==> src/rtl/adt_pkg.sv <==
package adt_pkg;
  typedef enum logic [2:0] {
    ST_IDLE  = 3'd0,
    ST_HS    = 3'd1,
    ST_DT_HL = 3'd2,
    ST_LS    = 3'd3,
    ST_DT_LH = 3'd4
  } adt_state_e;
endpackage

==> src/rtl/adt_sync.sv <==
module adt_sync #(
  parameter int STAGES = 2
) (
  input  logic clk,
  input  logic rst,
  input  logic d,
  output logic q
);
  logic [STAGES-1:0] chain;

  generate
    for (genvar i = 0; i < STAGES; i++) begin : g_stage
      if (i == 0) begin : g_first
        always_ff @(posedge clk) begin
          if (rst) chain[0] <= 1'b0;
          else     chain[0] <= d;
        end
      end else begin : g_next
        always_ff @(posedge clk) begin
          if (rst) chain[i] <= 1'b0;
          else     chain[i] <= chain[i-1];
        end
      end
    end
  endgenerate

  assign q = chain[STAGES-1];
endmodule

==> src/rtl/adt_slew_det.sv <==
module adt_slew_det (
  input  logic clk,
  input  logic rst,
  input  logic en,
  input  logic s,
  output logic done
);
  logic seen_q;

  // seen_q remembers that the flag went high inside the current window
  always_ff @(posedge clk) begin
    if (rst || !en) seen_q <= 1'b0;
    else if (s)     seen_q <= 1'b1;
  end

  // slew is complete once the flag is back low after having been high
  assign done = en && seen_q && !s;


  done_needs_rise_chk: assert property (@(posedge clk) disable iff (rst)
    done |-> $past(en));
endmodule

==> src/rtl/adt_dt_ctrl.sv <==
module adt_dt_ctrl
  import adt_pkg::*;
#(
  parameter int DT_MIN = 4,
  parameter int DT_MAX = 32,
  parameter int CW     = $clog2(DT_MAX + 1)
) (
  input  logic          clk,
  input  logic          rst,
  input  logic          phase_cmd,
  input  logic          slew_done,
  output logic          meas_en,
  output logic          hs_en,
  output logic          ls_en,
  output logic [CW-1:0] dt_count
);
  localparam logic [CW-1:0] MIN_C = CW'(DT_MIN);
  localparam logic [CW-1:0] MAX_C = CW'(DT_MAX);
  localparam logic [CW-1:0] ONE_C = CW'(1);

  adt_state_e    state, state_n;
  logic [CW-1:0] cnt, cnt_n;
  logic [CW-1:0] dt_q;
  logic          hs_q, ls_q;
  logic          hit_min, hit_max, hit_copy;
  logic          in_gap, in_gap_n;

  assign hit_min  = (cnt >= MIN_C);
  assign hit_max  = (cnt >= MAX_C);
  assign hit_copy = (cnt >= dt_q);
  assign in_gap   = (state == ST_DT_HL) || (state == ST_DT_LH);
  assign in_gap_n = (state_n == ST_DT_HL) || (state_n == ST_DT_LH);

  always_comb begin
    state_n = state;
    unique case (state)
      ST_IDLE:  state_n = phase_cmd ? ST_DT_LH : ST_DT_HL;
      ST_HS:    if (!phase_cmd) state_n = ST_DT_HL;
      ST_DT_HL: if (hit_max || (hit_min && slew_done)) state_n = ST_LS;
      ST_LS:    if (phase_cmd) state_n = ST_DT_LH;
      ST_DT_LH: if (hit_copy) state_n = ST_HS;
      default:  state_n = ST_IDLE;
    endcase
  end

  always_comb begin
    if (!in_gap_n)            cnt_n = '0;
    else if (!in_gap)         cnt_n = ONE_C;
    else if (cnt >= MAX_C)    cnt_n = MAX_C;
    else                      cnt_n = cnt + ONE_C;
  end

  always_ff @(posedge clk) begin
    if (rst) begin
      state <= ST_IDLE;
      cnt   <= '0;
      dt_q  <= MAX_C;
      hs_q  <= 1'b0;
      ls_q  <= 1'b0;
    end else begin
      state <= state_n;
      cnt   <= cnt_n;
      hs_q  <= (state_n == ST_HS);
      ls_q  <= (state_n == ST_LS);
      if (state == ST_DT_HL && state_n == ST_LS)
        dt_q <= hit_max ? MAX_C : cnt;
    end
  end

  assign meas_en  = (state == ST_DT_HL);
  assign hs_en    = hs_q;
  assign ls_en    = ls_q;
  assign dt_count = dt_q;


  dt_floor_chk: assert property (@(posedge clk) disable iff (rst)
    $rose(ls_q) |-> (dt_q >= MIN_C));


  dt_ceiling_chk: assert property (@(posedge clk) disable iff (rst)
    (state == ST_DT_HL && cnt == MAX_C) |=> ls_q);


  copy_gap_chk: assert property (@(posedge clk) disable iff (rst)
    (state == ST_HS && $past(state) == ST_DT_LH) |-> ($past(cnt) == dt_q));
endmodule

==> src/rtl/adt_gen.sv <==
module adt_gen #(
  parameter int DT_MIN    = 4,
  parameter int DT_MAX    = 32,
  parameter int SYNC_DEPTH = 2,
  parameter int CW        = $clog2(DT_MAX + 1)
) (
  input  logic          clk,
  input  logic          rst,
  input  logic          phase_cmd,
  input  logic          slew_flag,
  output logic          hs_en,
  output logic          ls_en,
  output logic [CW-1:0] dt_count
);
  logic slew_s;
  logic meas_en;
  logic slew_done;

  adt_sync #(.STAGES(SYNC_DEPTH)) u_sync (
    .clk (clk),
    .rst (rst),
    .d   (slew_flag),
    .q   (slew_s)
  );

  adt_slew_det u_det (
    .clk  (clk),
    .rst  (rst),
    .en   (meas_en),
    .s    (slew_s),
    .done (slew_done)
  );

  adt_dt_ctrl #(
    .DT_MIN (DT_MIN),
    .DT_MAX (DT_MAX),
    .CW     (CW)
  ) u_ctrl (
    .clk       (clk),
    .rst       (rst),
    .phase_cmd (phase_cmd),
    .slew_done (slew_done),
    .meas_en   (meas_en),
    .hs_en     (hs_en),
    .ls_en     (ls_en),
    .dt_count  (dt_count)
  );


  no_overlap_chk: assert property (@(posedge clk) disable iff (rst)
    !(hs_en && ls_en));


  reset_state_chk: assert property (@(posedge clk) disable iff (rst)
    $past(rst) |-> (!hs_en && !ls_en && dt_count == CW'(DT_MAX)));
endmodule

==> config.mk <==
export PLATFORM = sky130hd
export DESIGN_NAME = adt_gen
export DESIGN_NICKNAME = d
export VERILOG_FILES = /design/src/rtl/adt_pkg.sv /design/src/rtl/adt_sync.sv /design/src/rtl/adt_slew_det.sv /design/src/rtl/adt_dt_ctrl.sv /design/src/rtl/adt_gen.sv
export SDC_FILE = /design/constraint.sdc
export NUM_CORES = 1
export LEC_CHECK = 0
export ABC_AREA = 1
export BUFFER_PORTS_ARGS = -buffer_cell sky130_fd_sc_hd__buf_2
export CAP_MARGIN = 30
export CORE_MARGIN = 4
export CORE_UTILIZATION = 55
export CTS_BUF_LIST = sky130_fd_sc_hd__clkbuf_8
export DETAILED_ROUTE_END_ITERATION = 12
export PLACE_DENSITY = 0.76
export SYNTH_ARGS = -nofsm -noshare
export SYNTH_HDL_FRONTEND = slang
export SYNTH_SLANG_ARGS = --single-unit
==> constraint.sdc <==
create_clock -name clk -period 3.2 [get_ports clk]
set_clock_uncertainty 0.1 [all_clocks]
set_input_delay 0.16 -clock clk [delete_from_list [all_inputs] [get_ports clk]]
set_output_delay 0.16 -clock clk [all_outputs]
set_load 0.02 [all_outputs]
==> flow_summary.html, run 1 <==
<table>
<tr><th>Metric</th><th>Value</th></tr>
<tr><th colspan="2">Place</th></tr>
<tr><td>Worst setup slack before clock tree synthesis</td><td>1.500 ns</td></tr>
<tr><td>Count of buffers from port buffering</td><td>11</td></tr>
<tr><td>Cell count after placement</td><td>166</td></tr>
<tr><td>GPL Wtd Cong</td><td>0.8629</td></tr>
<tr><td>HPWL after detailed placement</td><td>1.519 mm</td></tr>
<tr><th colspan="2">Clocking</th></tr>
<tr><td>Clock tree from TritonCTS</td><td>built</td></tr>
<tr><td>Clock slew seen by the registers of the worst setup and hold paths</td><td>0.07 ns</td></tr>
<tr><td>H-tree levels</td><td>1</td></tr>
<tr><td>Number of buffers added to fix hold violations after cts</td><td>0</td></tr>
<tr><td>Clock buffers created by TritonCTS</td><td>3</td></tr>
<tr><td>Clock latency reported for the late side of the worst-skew pair</td><td>0.26 ns</td></tr>
<tr><td>TritonCTS Sinks</td><td>20</td></tr>
<tr><td>Setup Fix Bufs, Post-CTS</td><td>0</td></tr>
<tr><td># resized after CTS</td><td>0</td></tr>
<tr><td>Buffers from clock root to sink, at most</td><td>2</td></tr>
<tr><td>Clock root buffer</td><td>clkbuf_8</td></tr>
<tr><th colspan="2">STA</th></tr>
<tr><td>Final worst setup slack</td><td>1.475 ns</td></tr>
<tr><td>Number of failing setup endpoints in the final timing report</td><td>0</td></tr>
<tr><td>Measured slew at the worst slew-check pin</td><td>0.4512 ns</td></tr>
<tr><td>Number of hold violations in the final report</td><td>0</td></tr>
<tr><td>Worst-case headroom to the max-slew limit</td><td>0.6985</td></tr>
<tr><td>Max-slew violations</td><td>0</td></tr>
<tr><td>Achievable clock frequency</td><td>579.8 MHz</td></tr>
<tr><td>RSZ-0062 raised after global routing</td><td>false</td></tr>
<tr><td>Final period demand of the worst path</td><td>1.725 ns</td></tr>
<tr><td>Total Neg Setup Slack</td><td>0 ns</td></tr>
<tr><td>Final critical-path share of the clock period</td><td>0.5390</td></tr>
<tr><th colspan="2">Min path</th></tr>
<tr><td>Hold Path Depth</td><td>3</td></tr>
<tr><td>Path category of the worst min-delay check</td><td>input port to flop</td></tr>
<tr><th colspan="2">Detailed routing</th></tr>
<tr><td>Number of iterations in the first detailed-routing pass</td><td>4</td></tr>
<tr><td>Wire length after detailed routing</td><td>1.998 mm</td></tr>
<tr><td>Detailed Route Iter0 Violations</td><td>14</td></tr>
<tr><td>Final routed wire length divided by cell count</td><td>11.82 um</td></tr>
<tr><td>Total number of vias</td><td>844</td></tr>
<tr><td>Average vias per placed instance</td><td>4.994</td></tr>
<tr><td>Number of nets with antenna violations after routing</td><td>0</td></tr>
<tr><td>DRC violations left</td><td>0</td></tr>
<tr><th colspan="2">Synthesis</th></tr>
<tr><td>Post-synthesis sequential area ratio</td><td>0.3756</td></tr>
<tr><td>Share of the synthesized netlist area taken by xor and xnor gates</td><td>0.02465</td></tr>
<tr><td>Gate count after technology mapping</td><td>132</td></tr>
<tr><td>Number of storage elements in the synthesis netlist</td><td>20</td></tr>
<tr><td>Cell types occupying the most area after synthesis</td><td>dfxtp_1 38%, ha_1 9.4%, nand2_1 9.2%, inv_1 7.4%, nor2_1 4.9%</td></tr>
<tr><td>Avg Cell Area, Syn</td><td>8.076 um2</td></tr>
<tr><td>Share of cell area taken by muxes after synthesis</td><td>0</td></tr>
<tr><td>Cell Area, Synth</td><td>1066 um2</td></tr>
<tr><td>Syn nets</td><td>144</td></tr>
<tr><td>Most used flip-flop cell after synthesis</td><td>dfxtp_1</td></tr>
<tr><td>Dominant combinational cell family by area after synthesis</td><td>simple AND/OR/NAND/NOR gates</td></tr>
<tr><td>Count of yosys warnings during synthesis</td><td>0</td></tr>
<tr><td>Cell accounting for the most synthesized area</td><td>dfxtp_1</td></tr>
<tr><td>Post-Synth Adder-Cell Area</td><td>0.09390</td></tr>
<tr><td>Number of synthesized flops with an enable pin</td><td>0</td></tr>
<tr><td>Distinct cell type count of the synthesized netlist</td><td>25</td></tr>
<tr><td>Synth cell count leaders</td><td>26 x nand2_1, 21 x inv_1, 20 x dfxtp_1</td></tr>
<tr><td>Synth async-reset ratio</td><td>0</td></tr>
<tr><td>Most used standard cell by instance count after synthesis</td><td>nand2_1</td></tr>
<tr><td>Synth top area share</td><td>0.3756</td></tr>
<tr><td>Synth Area in Compound Gates</td><td>0.1092</td></tr>
<tr><td>Basic-gate share of the synthesized area counting and, or, nand and nor cells</td><td>0.2981</td></tr>
<tr><th colspan="2">Die</th></tr>
<tr><td>Core Rows</td><td>15</td></tr>
<tr><td>Number of ports placed on the die boundary</td><td>12</td></tr>
<tr><td>Die extent in x</td><td>52.03 um</td></tr>
<tr><td>Initial cell density of the core</td><td>0.5979</td></tr>
<tr><td>Die area</td><td>2707 um2</td></tr>
<tr><td>Placeable core region</td><td>1783 um2</td></tr>
<tr><td>Die height</td><td>52.03 um</td></tr>
<tr><th colspan="2">Setup path</th></tr>
<tr><td>Crit path max-delay cell type</td><td>dfxtp_1</td></tr>
<tr><td>Crit-path cells</td><td>ha_1 -&gt; nand2_1 -&gt; nand2_1 -&gt; a21oi_2 -&gt; nand2_1 -&gt; nand2_1 -&gt; nand2_1 -&gt; nand2_4 -&gt; nand4_4 -&gt; nor2_2</td></tr>
<tr><td>Setup CP Type</td><td>flop to flop</td></tr>
<tr><td>Worst reg-to-reg setup slack</td><td>1.48 ns</td></tr>
<tr><td>Peak per-stage delay on the critical path</td><td>0.44 ns</td></tr>
<tr><td>Kind of start point of the critical path</td><td>flop</td></tr>
<tr><td>Most frequent cell on the critical path</td><td>nand2_1</td></tr>
<tr><td>Req. time, crit path</td><td>3.30 ns</td></tr>
<tr><td>Crit-path max FO</td><td>6</td></tr>
<tr><td>Endpoint class of the critical path</td><td>flop</td></tr>
<tr><td>Worst reg-to-reg path cell count</td><td>10</td></tr>
<tr><td>Worst endpoint data arrival time</td><td>1.82 ns</td></tr>
<tr><th colspan="2">Pwr</th></tr>
<tr><td>Final Total Pwr</td><td>475.2 uW</td></tr>
<tr><td>Maximum resistive drop on vdd</td><td>0.3174 mV</td></tr>
<tr><td>Total power divided by cell area</td><td>402.4 nW/um2</td></tr>
<tr><td>Leakage power figure</td><td>0.5797 nW</td></tr>
<tr><th colspan="2">Global route</th></tr>
<tr><td>First-pass GRT wire length</td><td>3.443 mm</td></tr>
<tr><td>Number of global-route vias before repair</td><td>797</td></tr>
<tr><td>Initial antenna violation count</td><td>0</td></tr>
<tr><td>Overall global routing resource usage</td><td>0.1713</td></tr>
<tr><td>Maximum number of pins on one net before global-route repair</td><td>12</td></tr>
<tr><td>Overflow left after global routing</td><td>0</td></tr>
<tr><th colspan="2">Layout</th></tr>
<tr><td>Reg area</td><td>400.4 um2</td></tr>
<tr><td>Non-filler cells, final</td><td>169</td></tr>
<tr><td>Area taken by multi-input logic gates</td><td>560.5 um2</td></tr>
<tr><td>Share of post-route cells with drive strength above 1</td><td>0.2361</td></tr>
<tr><td>Fillers</td><td>159</td></tr>
<tr><td>Post-synthesis to final-layout area growth</td><td>10.80%</td></tr>
<tr><td>Antenna diode count</td><td>0</td></tr>
<tr><td>Nets</td><td>158</td></tr>
<tr><th colspan="2">Status</th></tr>
<tr><td>Status</td><td>finished clean</td></tr>
<tr><th colspan="2">Job</th></tr>
<tr><td>Max-Cap Viols</td><td>0</td></tr>
</table>
## cells in the final DEF, fill, tap and decap left out, drive strengths merged
master	instances
nor2	20
ha	8
a21oi	9
buf	11
a211oi	4
nand2	27
nor3	1
o211a	1
or2	1
xor2	2
dfxtp	20
o211ai	1
nand3	8
xnor2	1
clkbuf	3
inv	24
nand4	3
## power by group
| group | switching [mW] | internal [mW] | leakage [nW] | total, mW |
|---|---|---|---|---|
| clock | 0.0797 | 0.0838 | 0.0216 | 0.164 |
| combinational | 0.0323 | 0.0176 | 0.396 | 0.0498 |
| sequential | 0.00684 | 0.255 | 0.162 | 0.262 |
| total | 0.119 | 0.356 | 0.580 | 0.475 |
## state kept, by name, indices dropped and copies added, names as in the netlist
register / count
u_ctrl.ls_en: 1
u_sync.chain: 1
u_ctrl.state: 3
u_det.seen_q: 1
u_ctrl.cnt: 6
u_sync.q: 1
u_ctrl.dt_count: 6
u_ctrl.hs_en: 1
## path summary, 6_finish.rpt
check                          to            start
setup / recovery    u_ctrl.cnt[1]    u_ctrl.cnt[3]
hold reg to reg          u_sync.q  u_sync.chain[0]
hold / removal    u_sync.chain[0]        slew_flag
setup reg to reg    u_ctrl.cnt[1]    u_ctrl.cnt[3]
## stage by stage
| step | instance area, um2 | utilization | hold WS [ns] |
|---|---|---|---|
| floorplan | 1066 | - | 0.1670 |
| global placement | 1140 | 0.6393 | 0.2623 |
| detailed placement | 1140 | 0.6393 | 0.2708 |
| CTS | 1181 | 0.6625 | 0.005289 |
| global route | 1181 | 0.6625 | 0.03552 |
| finish | 1181 | 0.6625 | 0.001230 |
## cell type report
| cell class | instances | area share |
|---|---|---|
| timing repair buffer | 11 | 0.04661 |
| clock buffer | 3 | 0.03496 |
| multi-input combinational | 86 | 0.4746 |
| sequential | 20 | 0.3390 |
| tap | 25 | 0.02648 |
| inverter | 24 | 0.07839 |
## worst max-delay path: cells and delay by family, from the launching register on
kind                       cells  cell delay (ns)
DFF                            1             0.44
and+or+nand+nor                8             0.67
adders and majority gates      1             0.29
AOI/OAI and AO/OA              1             0.16
## cells by family (layout without fill, tap and decap cells)
kind of cell             Yosys count  count (layout)
flip-flops                        20              20
buffers and inverters             26              38
AND/OR/NAND/NOR                   60              60
AO/OA/AOI/OAI                     15              15
XOR/XNOR                           3               3
adder cells (fa/ha/maj)            8               8
## routing by layer
layer / GRT usage / vias to the layer above / share of wire
met3: 0.03438 / 4 / 0.031
met4: 0.07860 / 0 / 0.016
met2: 0.2720 / 13 / 0.47
li1: - / 440 / -
met1: 0.2208 / 387 / 0.48
met5: 0 / - / 0
Power figures use the tool's default switching activity.
==> run 2: changes to the inputs <==
- CORE_UTILIZATION: 55 -> 53
- clock period: 3.2 -> 1.4 ns (I/O delays scaled with it)
==> flow_summary.html, run 2 (synthesis gave the netlist of run 1 again) <==
<table>
<tr><th>Metric</th><th>Value</th></tr>
<tr><th colspan="2">Setup path</th></tr>
<tr><td>Worst endpoint data arrival time</td><td>1.74 ns (was 1.82 ns)</td></tr>
<tr><td>Req. time, crit path</td><td>1.50 ns (was 3.30 ns)</td></tr>
<tr><td>Crit-path leading delay family</td><td>simple AND/OR/NAND/NOR gates (unchanged)</td></tr>
<tr><td>Setup CP Type</td><td>flop to flop (unchanged)</td></tr>
<tr><td>Crit path max-delay cell type</td><td>dfxtp_2 (was dfxtp_1)</td></tr>
<tr><td>Crit-path cells</td><td>buf_4 -&gt; nor2_1 -&gt; nand2_1 -&gt; nand2_1 -&gt; nand2_2 -&gt; a21oi_2 -&gt; nand2_2 -&gt; nand2_4 -&gt; nand4_4 -&gt; nor2_2 (was ha_1 -&gt; nand2_1 -&gt; nand2_1 -&gt; a21oi_2 -&gt; nand2_1 -&gt; nand2_1 -&gt; nand2_1 -&gt; nand2_4 -&gt; nand4_4 -&gt; nor2_2)</td></tr>
<tr><td>Endpoint class of the critical path</td><td>flop (unchanged)</td></tr>
<tr><td>Number of buffers and inverters on the critical path</td><td>1 (was 0)</td></tr>
<tr><td>Crit-path max FO</td><td>4 (was 6)</td></tr>
<tr><td>Peak per-stage delay on the critical path</td><td>0.35 ns (was 0.44 ns)</td></tr>
<tr><td>Kind of start point of the critical path</td><td>flop (unchanged)</td></tr>
<tr><th colspan="2">Layout</th></tr>
<tr><td>Area taken by multi-input logic gates</td><td>666.9 um2 (was 560.5 um2)</td></tr>
<tr><td>Nets</td><td>183 (was 158)</td></tr>
<tr><td>Leading cell type in the layout, fill and taps excluded</td><td>buf_4 (was nand2_1)</td></tr>
<tr><td>Post-synthesis to final-layout area growth</td><td>45.89% (was 10.80%)</td></tr>
<tr><td>Share of post-route cells with drive strength above 1</td><td>0.5765 (was 0.2361)</td></tr>
<tr><td>Antenna diode count</td><td>0 (unchanged)</td></tr>
<tr><td>Cell area after layout</td><td>1555 um2 (was 1181 um2)</td></tr>
<tr><td>Fillers</td><td>94 (was 159)</td></tr>
<tr><td>Utilization after layout</td><td>0.8543 (was 0.6625)</td></tr>
<tr><td>Commonest cells after routing, fill and taps aside</td><td>22 x buf_4, 17 x nand2_1, 13 x inv_1, 11 x nor2_1, 11 x buf_2 (was 26 x nand2_1, 21 x inv_1, 20 x dfxtp_1, 14 x nor2_1, 11 x buf_2)</td></tr>
<tr><td>Non-filler cells, final</td><td>195 (was 169)</td></tr>
<tr><td>Reg area</td><td>426.7 um2 (was 400.4 um2)</td></tr>
<tr><th colspan="2">STA</th></tr>
<tr><td>Achievable clock frequency</td><td>606.4 MHz (was 579.8 MHz)</td></tr>
<tr><td>RSZ-0062 raised after global routing</td><td>true (was false)</td></tr>
<tr><td>Final worst setup slack</td><td>-0.2490 ns (was 1.475 ns)</td></tr>
<tr><td>Number of hold violations in the final report</td><td>0 (unchanged)</td></tr>
<tr><td>Measured slew at the worst slew-check pin</td><td>0.3292 ns (was 0.4512 ns)</td></tr>
<tr><td>Max-slew violations</td><td>0 (unchanged)</td></tr>
<tr><td>Final period demand of the worst path</td><td>1.649 ns (was 1.725 ns)</td></tr>
<tr><td>Number of failing setup endpoints in the final timing report</td><td>16 (was 0)</td></tr>
<tr><td>Worst-case headroom to the max-slew limit</td><td>0.7805 (was 0.6985)</td></tr>
<tr><td>Final critical-path share of the clock period</td><td>1.178 (was 0.5390)</td></tr>
<tr><td>Total Neg Setup Slack</td><td>-2.232 ns (was 0 ns)</td></tr>
<tr><td>Worst hold margin</td><td>0.07904 ns (was 0.001230 ns)</td></tr>
<tr><th colspan="2">Pwr</th></tr>
<tr><td>Final Total Pwr</td><td>1.379 mW (was 475.2 uW)</td></tr>
<tr><td>Maximum resistive drop on vdd</td><td>0.9533 mV (was 0.3174 mV)</td></tr>
<tr><td>Total power divided by cell area</td><td>886.9 nW/um2 (was 402.4 nW/um2)</td></tr>
<tr><td>Leakage power figure</td><td>0.7240 nW (was 0.5797 nW)</td></tr>
<tr><th colspan="2">Clocking</th></tr>
<tr><td>Clock slew seen by the registers of the worst setup and hold paths</td><td>0.08 ns (was 0.07 ns)</td></tr>
<tr><td>TritonCTS Sinks</td><td>20 (unchanged)</td></tr>
<tr><td>Clock tree from TritonCTS</td><td>built (unchanged)</td></tr>
<tr><td>Clock latency reported for the late side of the worst-skew pair</td><td>0.27 ns (was 0.26 ns)</td></tr>
<tr><td>Clock buffers created by TritonCTS</td><td>3 (unchanged)</td></tr>
<tr><td>Buffers from clock root to sink, at most</td><td>2 (unchanged)</td></tr>
<tr><td>H-tree levels</td><td>1 (unchanged)</td></tr>
<tr><td>Clock root buffer</td><td>clkbuf_8 (unchanged)</td></tr>
<tr><th colspan="2">Die</th></tr>
<tr><td>Die height</td><td>52.85 um (was 52.03 um)</td></tr>
<tr><td>Number of ports placed on the die boundary</td><td>12 (unchanged)</td></tr>
<tr><td>Die area</td><td>2793 um2 (was 2707 um2)</td></tr>
<tr><td>Core Rows</td><td>15 (unchanged)</td></tr>
<tr><td>Placeable core region</td><td>1821 um2 (was 1783 um2)</td></tr>
<tr><td>Initial cell density of the core</td><td>0.5856 (was 0.5979)</td></tr>
<tr><td>Die extent in x</td><td>52.85 um (was 52.03 um)</td></tr>
<tr><th colspan="2">Detailed routing</th></tr>
<tr><td>Final routed wire length divided by cell count</td><td>14.99 um (was 11.82 um)</td></tr>
<tr><td>Wire length after detailed routing</td><td>2.923 mm (was 1.998 mm)</td></tr>
<tr><td>Average vias per placed instance</td><td>5.164 (was 4.994)</td></tr>
<tr><td>Number of iterations in the first detailed-routing pass</td><td>4 (unchanged)</td></tr>
<tr><td>Detailed Route Iter0 Violations</td><td>25 (was 14)</td></tr>
<tr><td>Number of nets with antenna violations after routing</td><td>0 (unchanged)</td></tr>
<tr><td>DRC violations left</td><td>0 (unchanged)</td></tr>
<tr><td>Total number of vias</td><td>1007 (was 844)</td></tr>
<tr><th colspan="2">Place</th></tr>
<tr><td>GPL Wtd Cong</td><td>0.8133 (was 0.8629)</td></tr>
<tr><td>Cell count after placement</td><td>188 (was 166)</td></tr>
<tr><td>HPWL after detailed placement</td><td>1.881 mm (was 1.519 mm)</td></tr>
<tr><td>Count of buffers from port buffering</td><td>11 (unchanged)</td></tr>
<tr><td>Worst setup slack before clock tree synthesis</td><td>-0.2358 ns (was 1.500 ns)</td></tr>
<tr><td>Area after detailed placement</td><td>1388 um2 (was 1140 um2)</td></tr>
<tr><th colspan="2">Job</th></tr>
<tr><td>Max-Cap Viols</td><td>0 (unchanged)</td></tr>
<tr><th colspan="2">Global route</th></tr>
<tr><td>First-pass GRT wire length</td><td>4.678 mm (was 3.443 mm)</td></tr>
<tr><td>Number of global-route vias before repair</td><td>1055 (was 797)</td></tr>
<tr><td>Maximum number of pins on one net before global-route repair</td><td>13 (was 12)</td></tr>
<tr><td>Overflow left after global routing</td><td>0 (unchanged)</td></tr>
<tr><td>Overall global routing resource usage</td><td>0.2324 (was 0.1713)</td></tr>
<tr><td>Initial antenna violation count</td><td>0 (unchanged)</td></tr>
<tr><th colspan="2">Min path</th></tr>
<tr><td>Path category of the worst min-delay check</td><td>input port to flop (unchanged)</td></tr>
<tr><th colspan="2">Status</th></tr>
<tr><td>Status</td><td>finished with violations (was finished clean)</td></tr>
<tr><td>Failing checks</td><td>negative setup slack</td></tr>
</table>
run 2: cell count changes in the layout (fill, tap and decap cells not counted), moves of 6 or more:
cell and delta:
inv_2 +6, inv_1 -8, nand2_2 +8, dfxtp_1 -11
dfxtp_2 +6, buf_4 +22, nand2_1 -9
run 2: power breakdown:
part | internal [mW] | total (mW) | leakage, nW | switching, mW
Sequential | 0.574 | 0.587 | 0.168 | 0.0130
Clock | 0.382 | 0.593 | 0.0357 | 0.211
Combinational | 0.0882 | 0.199 | 0.520 | 0.111
run 2: repair_timing:
action                                  CTS  global route
pin swaps                                13            11
setup buffers                             1             1
hold endpoints to repair                  1             0
endpoints found under the setup margin   14            16
resized for setup                        12            12
hold buffers                              1             0
run 2: area by class of cell:
| cell class | count | share of cell area |
|---|---|---|
| multi-input combinational | 86 | 0.4288 |
| sequential | 20 | 0.2743 |
| timing repair buffer | 36 | 0.1681 |
| inverter | 24 | 0.06275 |
| clock buffer | 3 | 0.02655 |
| tap | 25 | 0.02011 |
| clock inverter | 1 | 0.01931 |
run 2: routing by layer:
metal  track usage  vias to the layer above  wire [um]
met5             0                        -          0
met4       0.09787                        0        139
met3       0.04789                       15        130
met2        0.4174                       33       1457
met1        0.2626                      468       1195
li1              -                      491          -
run 2: final timing paths:
kind / cells after the start / slack (ns) / startpoint / end
worst max-delay path: 10 / -0.25 / u_ctrl.cnt[3] / u_ctrl.cnt[4]
worst min-delay path: 2 / 0.08 / rst / u_sync.q
worst max register to register: 10 / -0.25 / u_ctrl.cnt[3] / u_ctrl.cnt[4]
worst min register to register: 2 / 0.32 / u_sync.chain[0] / u_sync.q
==> run 3: changes to the inputs <==
- ABC_AREA: 1 -> not set
- CORE_UTILIZATION: 53 -> 54
- GPL_ROUTABILITY_DRIVEN: not set -> 0
- HOLD_SLACK_MARGIN: not set -> 0.06
- PLACE_DENSITY: 0.76 -> 0.77
==> flow_summary.html, run 3 <==
<table>
<tr><th>Metric</th><th>Value</th></tr>
<tr><th colspan="2">Status</th></tr>
<tr><td>Status</td><td>finished with violations (unchanged)</td></tr>
<tr><td>Failing checks</td><td>negative setup slack (unchanged)</td></tr>
<tr><th colspan="2">Setup path</th></tr>
<tr><td>Launching instance or port of the critical path</td><td>u_ctrl.cnt[4] (was u_ctrl.cnt[3])</td></tr>
<tr><td>Crit path max-delay cell type</td><td>or4_4 (was dfxtp_2)</td></tr>
<tr><td>Setup CP Type</td><td>flop to flop (unchanged)</td></tr>
<tr><td>Worst endpoint data arrival time</td><td>1.69 ns (was 1.74 ns)</td></tr>
<tr><td>Crit-path leading delay family</td><td>simple AND/OR/NAND/NOR gates (unchanged)</td></tr>
<tr><td>Req. time, crit path</td><td>1.45 ns (was 1.50 ns)</td></tr>
<tr><td>Endpoint class of the critical path</td><td>flop (unchanged)</td></tr>
<tr><td>Number of buffers and inverters on the critical path</td><td>0 (was 1)</td></tr>
<tr><td>Crit-path cells</td><td>or4_4 -&gt; o211ai_4 -&gt; mux2i_1 -&gt; nor2_1 (was buf_4 -&gt; nor2_1 -&gt; nand2_1 -&gt; nand2_1 -&gt; nand2_2 -&gt; a21oi_2 -&gt; nand2_2 -&gt; nand2_4 -&gt; nand4_4 -&gt; nor2_2)</td></tr>
<tr><td>Worst reg2reg path startpoint</td><td>u_ctrl.cnt[4] (was u_ctrl.cnt[3])</td></tr>
<tr><td>Kind of start point of the critical path</td><td>flop (unchanged)</td></tr>
<tr><td>Peak per-stage delay on the critical path</td><td>0.56 ns (was 0.35 ns)</td></tr>
<tr><td>Crit-path max FO</td><td>5 (was 4)</td></tr>
<tr><th colspan="2">Clocking</th></tr>
<tr><td>Clock root buffer</td><td>clkbuf_8 (unchanged)</td></tr>
<tr><td>TritonCTS Sinks</td><td>20 (unchanged)</td></tr>
<tr><td>Clock latency reported for the late side of the worst-skew pair</td><td>0.26 ns (was 0.27 ns)</td></tr>
<tr><td>Buffers from clock root to sink, at most</td><td>2 (unchanged)</td></tr>
<tr><td>H-tree levels</td><td>1 (unchanged)</td></tr>
<tr><td>Clock buffers created by TritonCTS</td><td>3 (unchanged)</td></tr>
<tr><td>Clock tree from TritonCTS</td><td>built (unchanged)</td></tr>
<tr><td>Clock slew seen by the registers of the worst setup and hold paths</td><td>0.08 ns (about the same)</td></tr>
<tr><th colspan="2">Layout</th></tr>
<tr><td>Post-synthesis to final-layout area growth</td><td>55.77% (was 45.89%)</td></tr>
<tr><td>Commonest cells after routing, fill and taps aside</td><td>21 x buf_4, 11 x buf_2, 9 x dfxtp_1, 8 x nor2_1 (was 22 x buf_4, 17 x nand2_1, 13 x inv_1, 11 x nor2_1, 11 x buf_2)</td></tr>
<tr><td>Reg area</td><td>431.7 um2 (was 426.7 um2)</td></tr>
<tr><td>Share of post-route cells with drive strength above 1</td><td>0.5521 (was 0.5765)</td></tr>
<tr><td>Fillers</td><td>96 (was 94)</td></tr>
<tr><td>Leading cell type in the layout, fill and taps excluded</td><td>buf_4 (unchanged)</td></tr>
<tr><td>Nets</td><td>176 (was 183)</td></tr>
<tr><td>Area taken by multi-input logic gates</td><td>834.6 um2 (was 666.9 um2)</td></tr>
<tr><td>Antenna diode count</td><td>0 (unchanged)</td></tr>
<tr><th colspan="2">STA</th></tr>
<tr><td>Final worst setup slack</td><td>-0.2319 ns (was -0.2490 ns)</td></tr>
<tr><td>Worst-case headroom to the max-slew limit</td><td>0.7907 (was 0.7805)</td></tr>
<tr><td>Final period demand of the worst path</td><td>1.632 ns (was 1.649 ns)</td></tr>
<tr><td>Number of hold violations in the final report</td><td>0 (unchanged)</td></tr>
<tr><td>RSZ-0062 raised after global routing</td><td>true (unchanged)</td></tr>
<tr><td>Number of failing setup endpoints in the final timing report</td><td>16 (unchanged)</td></tr>
<tr><td>Max-slew violations</td><td>0 (unchanged)</td></tr>
<tr><td>Achievable clock frequency</td><td>612.8 MHz (was 606.4 MHz)</td></tr>
<tr><td>Measured slew at the worst slew-check pin</td><td>0.3140 ns (was 0.3292 ns)</td></tr>
<tr><td>Final critical-path share of the clock period</td><td>1.166 (was 1.178)</td></tr>
<tr><td>Total Neg Setup Slack</td><td>-2.873 ns (was -2.232 ns)</td></tr>
<tr><th colspan="2">Die</th></tr>
<tr><td>Die height</td><td>53.03 um (was 52.85 um)</td></tr>
<tr><td>Initial cell density of the core</td><td>0.5638 (was 0.5856)</td></tr>
<tr><td>Core Rows</td><td>16 (was 15)</td></tr>
<tr><td>Placeable core region</td><td>1942 um2 (was 1821 um2)</td></tr>
<tr><td>Die area</td><td>2812 um2 (was 2793 um2)</td></tr>
<tr><td>Die extent in x</td><td>53.03 um (was 52.85 um)</td></tr>
<tr><td>Number of ports placed on the die boundary</td><td>12 (unchanged)</td></tr>
<tr><th colspan="2">Global route</th></tr>
<tr><td>Number of global-route vias before repair</td><td>1094 (was 1055)</td></tr>
<tr><td>Met1 track utilization from global routing</td><td>0.2969 (was 0.2626)</td></tr>
<tr><td>GR met3 Demand/Resource</td><td>0.05070 (was 0.04789)</td></tr>
<tr><td>Overflow left after global routing</td><td>0 (unchanged)</td></tr>
<tr><td>First-pass GRT wire length</td><td>5.147 mm (was 4.678 mm)</td></tr>
<tr><td>Most used routing layer</td><td>met2 (unchanged)</td></tr>
<tr><td>GR Util met2</td><td>0.4401 (was 0.4174)</td></tr>
<tr><td>Overall global routing resource usage</td><td>0.2606 (was 0.2324)</td></tr>
<tr><td>Maximum number of pins on one net before global-route repair</td><td>13 (unchanged)</td></tr>
<tr><td>Initial antenna violation count</td><td>0 (unchanged)</td></tr>
<tr><th colspan="2">Synthesis</th></tr>
<tr><td>Gate count after technology mapping</td><td>124 (was 132)</td></tr>
<tr><td>Share of cell area taken by muxes after synthesis</td><td>0.02743 (was 0)</td></tr>
<tr><td>Cell accounting for the most synthesized area</td><td>dfxtp_1 (unchanged)</td></tr>
<tr><td>Post-Synth Adder-Cell Area</td><td>0.09143 (was 0.09390)</td></tr>
<tr><td>Number of synthesized flops with an enable pin</td><td>0 (unchanged)</td></tr>
<tr><td>Distinct cell type count of the synthesized netlist</td><td>37 (was 25)</td></tr>
<tr><td>Basic-gate share of the synthesized area counting and, or, nand and nor cells</td><td>0.2651 (was 0.2981)</td></tr>
<tr><td>Cell types occupying the most area after synthesis</td><td>dfxtp_1 37%, ha_1 9.1%, nor2b_1 3.4%, xor2_1 3.2%, inv_1 3.1% (was dfxtp_1 38%, ha_1 9.4%, nand2_1 9.2%, inv_1 7.4%, nor2_1 4.9%)</td></tr>
<tr><td>Count of yosys warnings during synthesis</td><td>0 (unchanged)</td></tr>
<tr><td>Most used standard cell by instance count after synthesis</td><td>dfxtp_1 (was nand2_1)</td></tr>
<tr><td>Syn nets</td><td>136 (was 144)</td></tr>
<tr><td>Share of the synthesized netlist area taken by xor and xnor gates</td><td>0.03200 (was 0.02465)</td></tr>
<tr><td>Dominant combinational cell family by area after synthesis</td><td>simple AND/OR/NAND/NOR gates (unchanged)</td></tr>
<tr><td>Synth cell count leaders</td><td>20 x dfxtp_1, 9 x inv_1, 9 x nand2_1 (was 26 x nand2_1, 21 x inv_1, 20 x dfxtp_1)</td></tr>
<tr><td>Synth async-reset ratio</td><td>0 (unchanged)</td></tr>
<tr><td>Number of storage elements in the synthesis netlist</td><td>20 (unchanged)</td></tr>
<tr><td>Synth top area share</td><td>0.3657 (was 0.3756)</td></tr>
<tr><td>Avg Cell Area, Syn</td><td>8.829 um2 (was 8.076 um2)</td></tr>
<tr><td>Cell Area, Synth</td><td>1095 um2 (was 1066 um2)</td></tr>
<tr><td>Post-synthesis sequential area ratio</td><td>0.3657 (was 0.3756)</td></tr>
<tr><td>Most used flip-flop cell after synthesis</td><td>dfxtp_1 (unchanged)</td></tr>
<tr><td>Synth Area in Compound Gates</td><td>0.1646 (was 0.1092)</td></tr>
<tr><th colspan="2">Detailed routing</th></tr>
<tr><td>Final routed wire length divided by cell count</td><td>18.13 um (was 14.99 um)</td></tr>
<tr><td>Number of iterations in the first detailed-routing pass</td><td>4 (unchanged)</td></tr>
<tr><td>Average vias per placed instance</td><td>5.979 (was 5.164)</td></tr>
<tr><td>Number of nets with antenna violations after routing</td><td>0 (unchanged)</td></tr>
<tr><td>Wire length after detailed routing</td><td>3.445 mm (was 2.923 mm)</td></tr>
<tr><td>Total number of vias</td><td>1136 (was 1007)</td></tr>
<tr><td>Detailed Route Iter0 Violations</td><td>37 (was 25)</td></tr>
<tr><td>DRC violations left</td><td>0 (unchanged)</td></tr>
<tr><th colspan="2">Job</th></tr>
<tr><td>Max-Cap Viols</td><td>0 (unchanged)</td></tr>
<tr><th colspan="2">Pwr</th></tr>
<tr><td>Leakage power figure</td><td>0.7214 nW (was 0.7240 nW)</td></tr>
<tr><td>Maximum resistive drop on vdd</td><td>0.9064 mV (was 0.9533 mV)</td></tr>
<tr><td>Total power divided by cell area</td><td>832.2 nW/um2 (was 886.9 nW/um2)</td></tr>
<tr><td>Final Total Pwr</td><td>1.419 mW (was 1.379 mW)</td></tr>
<tr><th colspan="2">Min path</th></tr>
<tr><td>Path category of the worst min-delay check</td><td>flop to flop (was input port to flop)</td></tr>
<tr><td>Launch instance of the worst min-delay path</td><td>u_sync.chain[0] (was rst)</td></tr>
<tr><th colspan="2">Place</th></tr>
<tr><td>Worst setup slack before clock tree synthesis</td><td>-0.2034 ns (was -0.2358 ns)</td></tr>
<tr><td>HPWL after detailed placement</td><td>1.784 mm (was 1.881 mm)</td></tr>
<tr><td>Count of buffers from port buffering</td><td>11 (unchanged)</td></tr>
</table>
[run 3: cell types whose count changed after synthesis, sizes merged, moves of 4 or more]
cell / previous run / this run
clkbuf: 0 / 4
o22ai: 0 / 4
nor2: 20 / 9
nand2b: 0 / 4
o21ai: 0 / 4
nand2: 27 / 9
nand3: 8 / 4
inv: 24 / 9
nor2b: 0 / 6
[run 3: where the power goes]
| part | leakage [nW] | internal [mW] | switching (mW) |
|---|---|---|---|
| Clock | 0.0357 | 0.382 | 0.203 |
| Sequential | 0.169 | 0.575 | 0.0152 |
| Combinational | 0.517 | 0.118 | 0.127 |
[run 3: what timing repair did]
| action | in CTS | in global routing |
|---|---|---|
| hold buffers | 4 | 0 |
| resized for setup | 16 | 14 |
| cloned | 1 | 0 |
| pin swaps | 11 | 9 |
| endpoints found under the hold margin | 3 | 0 |
| endpoints found under the setup margin | 16 | 16 |
| buffers inserted | 5 | 1 |
[run 3: worst paths after layout]
path / endpoint / slack [ns] / cells after the start
max: u_ctrl.dt_count[1] / -0.23 / 4
min: u_sync.q / 0.37 / 1
max reg2reg: u_ctrl.dt_count[1] / -0.23 / 4
min reg2reg: u_sync.q / 0.37 / 1
[run 3: layout make-up]
| class | instances | area share |
|---|---|---|
| multi-input combinational | 90 | 0.4894 |
| sequential | 20 | 0.2531 |
| timing repair buffer | 40 | 0.1746 |
| clock buffer | 3 | 0.02421 |
| inverter | 9 | 0.02128 |
| tap | 27 | 0.01981 |
| clock inverter | 1 | 0.01761 |
[run 3: through the flow]
step | utilization | hold WS [ns] | instance area (um2) | cells
after floorplan | - | 0.08179 | 1224 | 124
after global placement | 0.7352 | 0.1842 | 1428 | 175
after detailed placement | 0.7352 | 0.1905 | 1428 | 175
after CTS | 0.8505 | 0.3599 | 1652 | 189
after global routing | 0.8782 | 0.3802 | 1705 | 190
final | 0.8782 | 0.3724 | 1705 | 190
[run 3: cell families (layout without fill, tap and decap cells)]
logic type / after synthesis / in the layout
and+or+nand+nor: 50 / 50
AOI/OAI and AO/OA: 24 / 25
DFF: 20 / 20
buffers and inverters: 15 / 53
adders and majority gates: 8 / 8
xor gates and xnor gates: 4 / 4
muxes: 3 / 3
[run 3: per-layer routing]
| metal | share of wire | wire length, um |
|---|---|---|
| met2 | 0.47 | 1610 |
| met3 | 0.055 | 191 |
| met5 | 0 | 0 |
| met4 | 0.063 | 217 |
| met1 | 0.41 | 1425 |
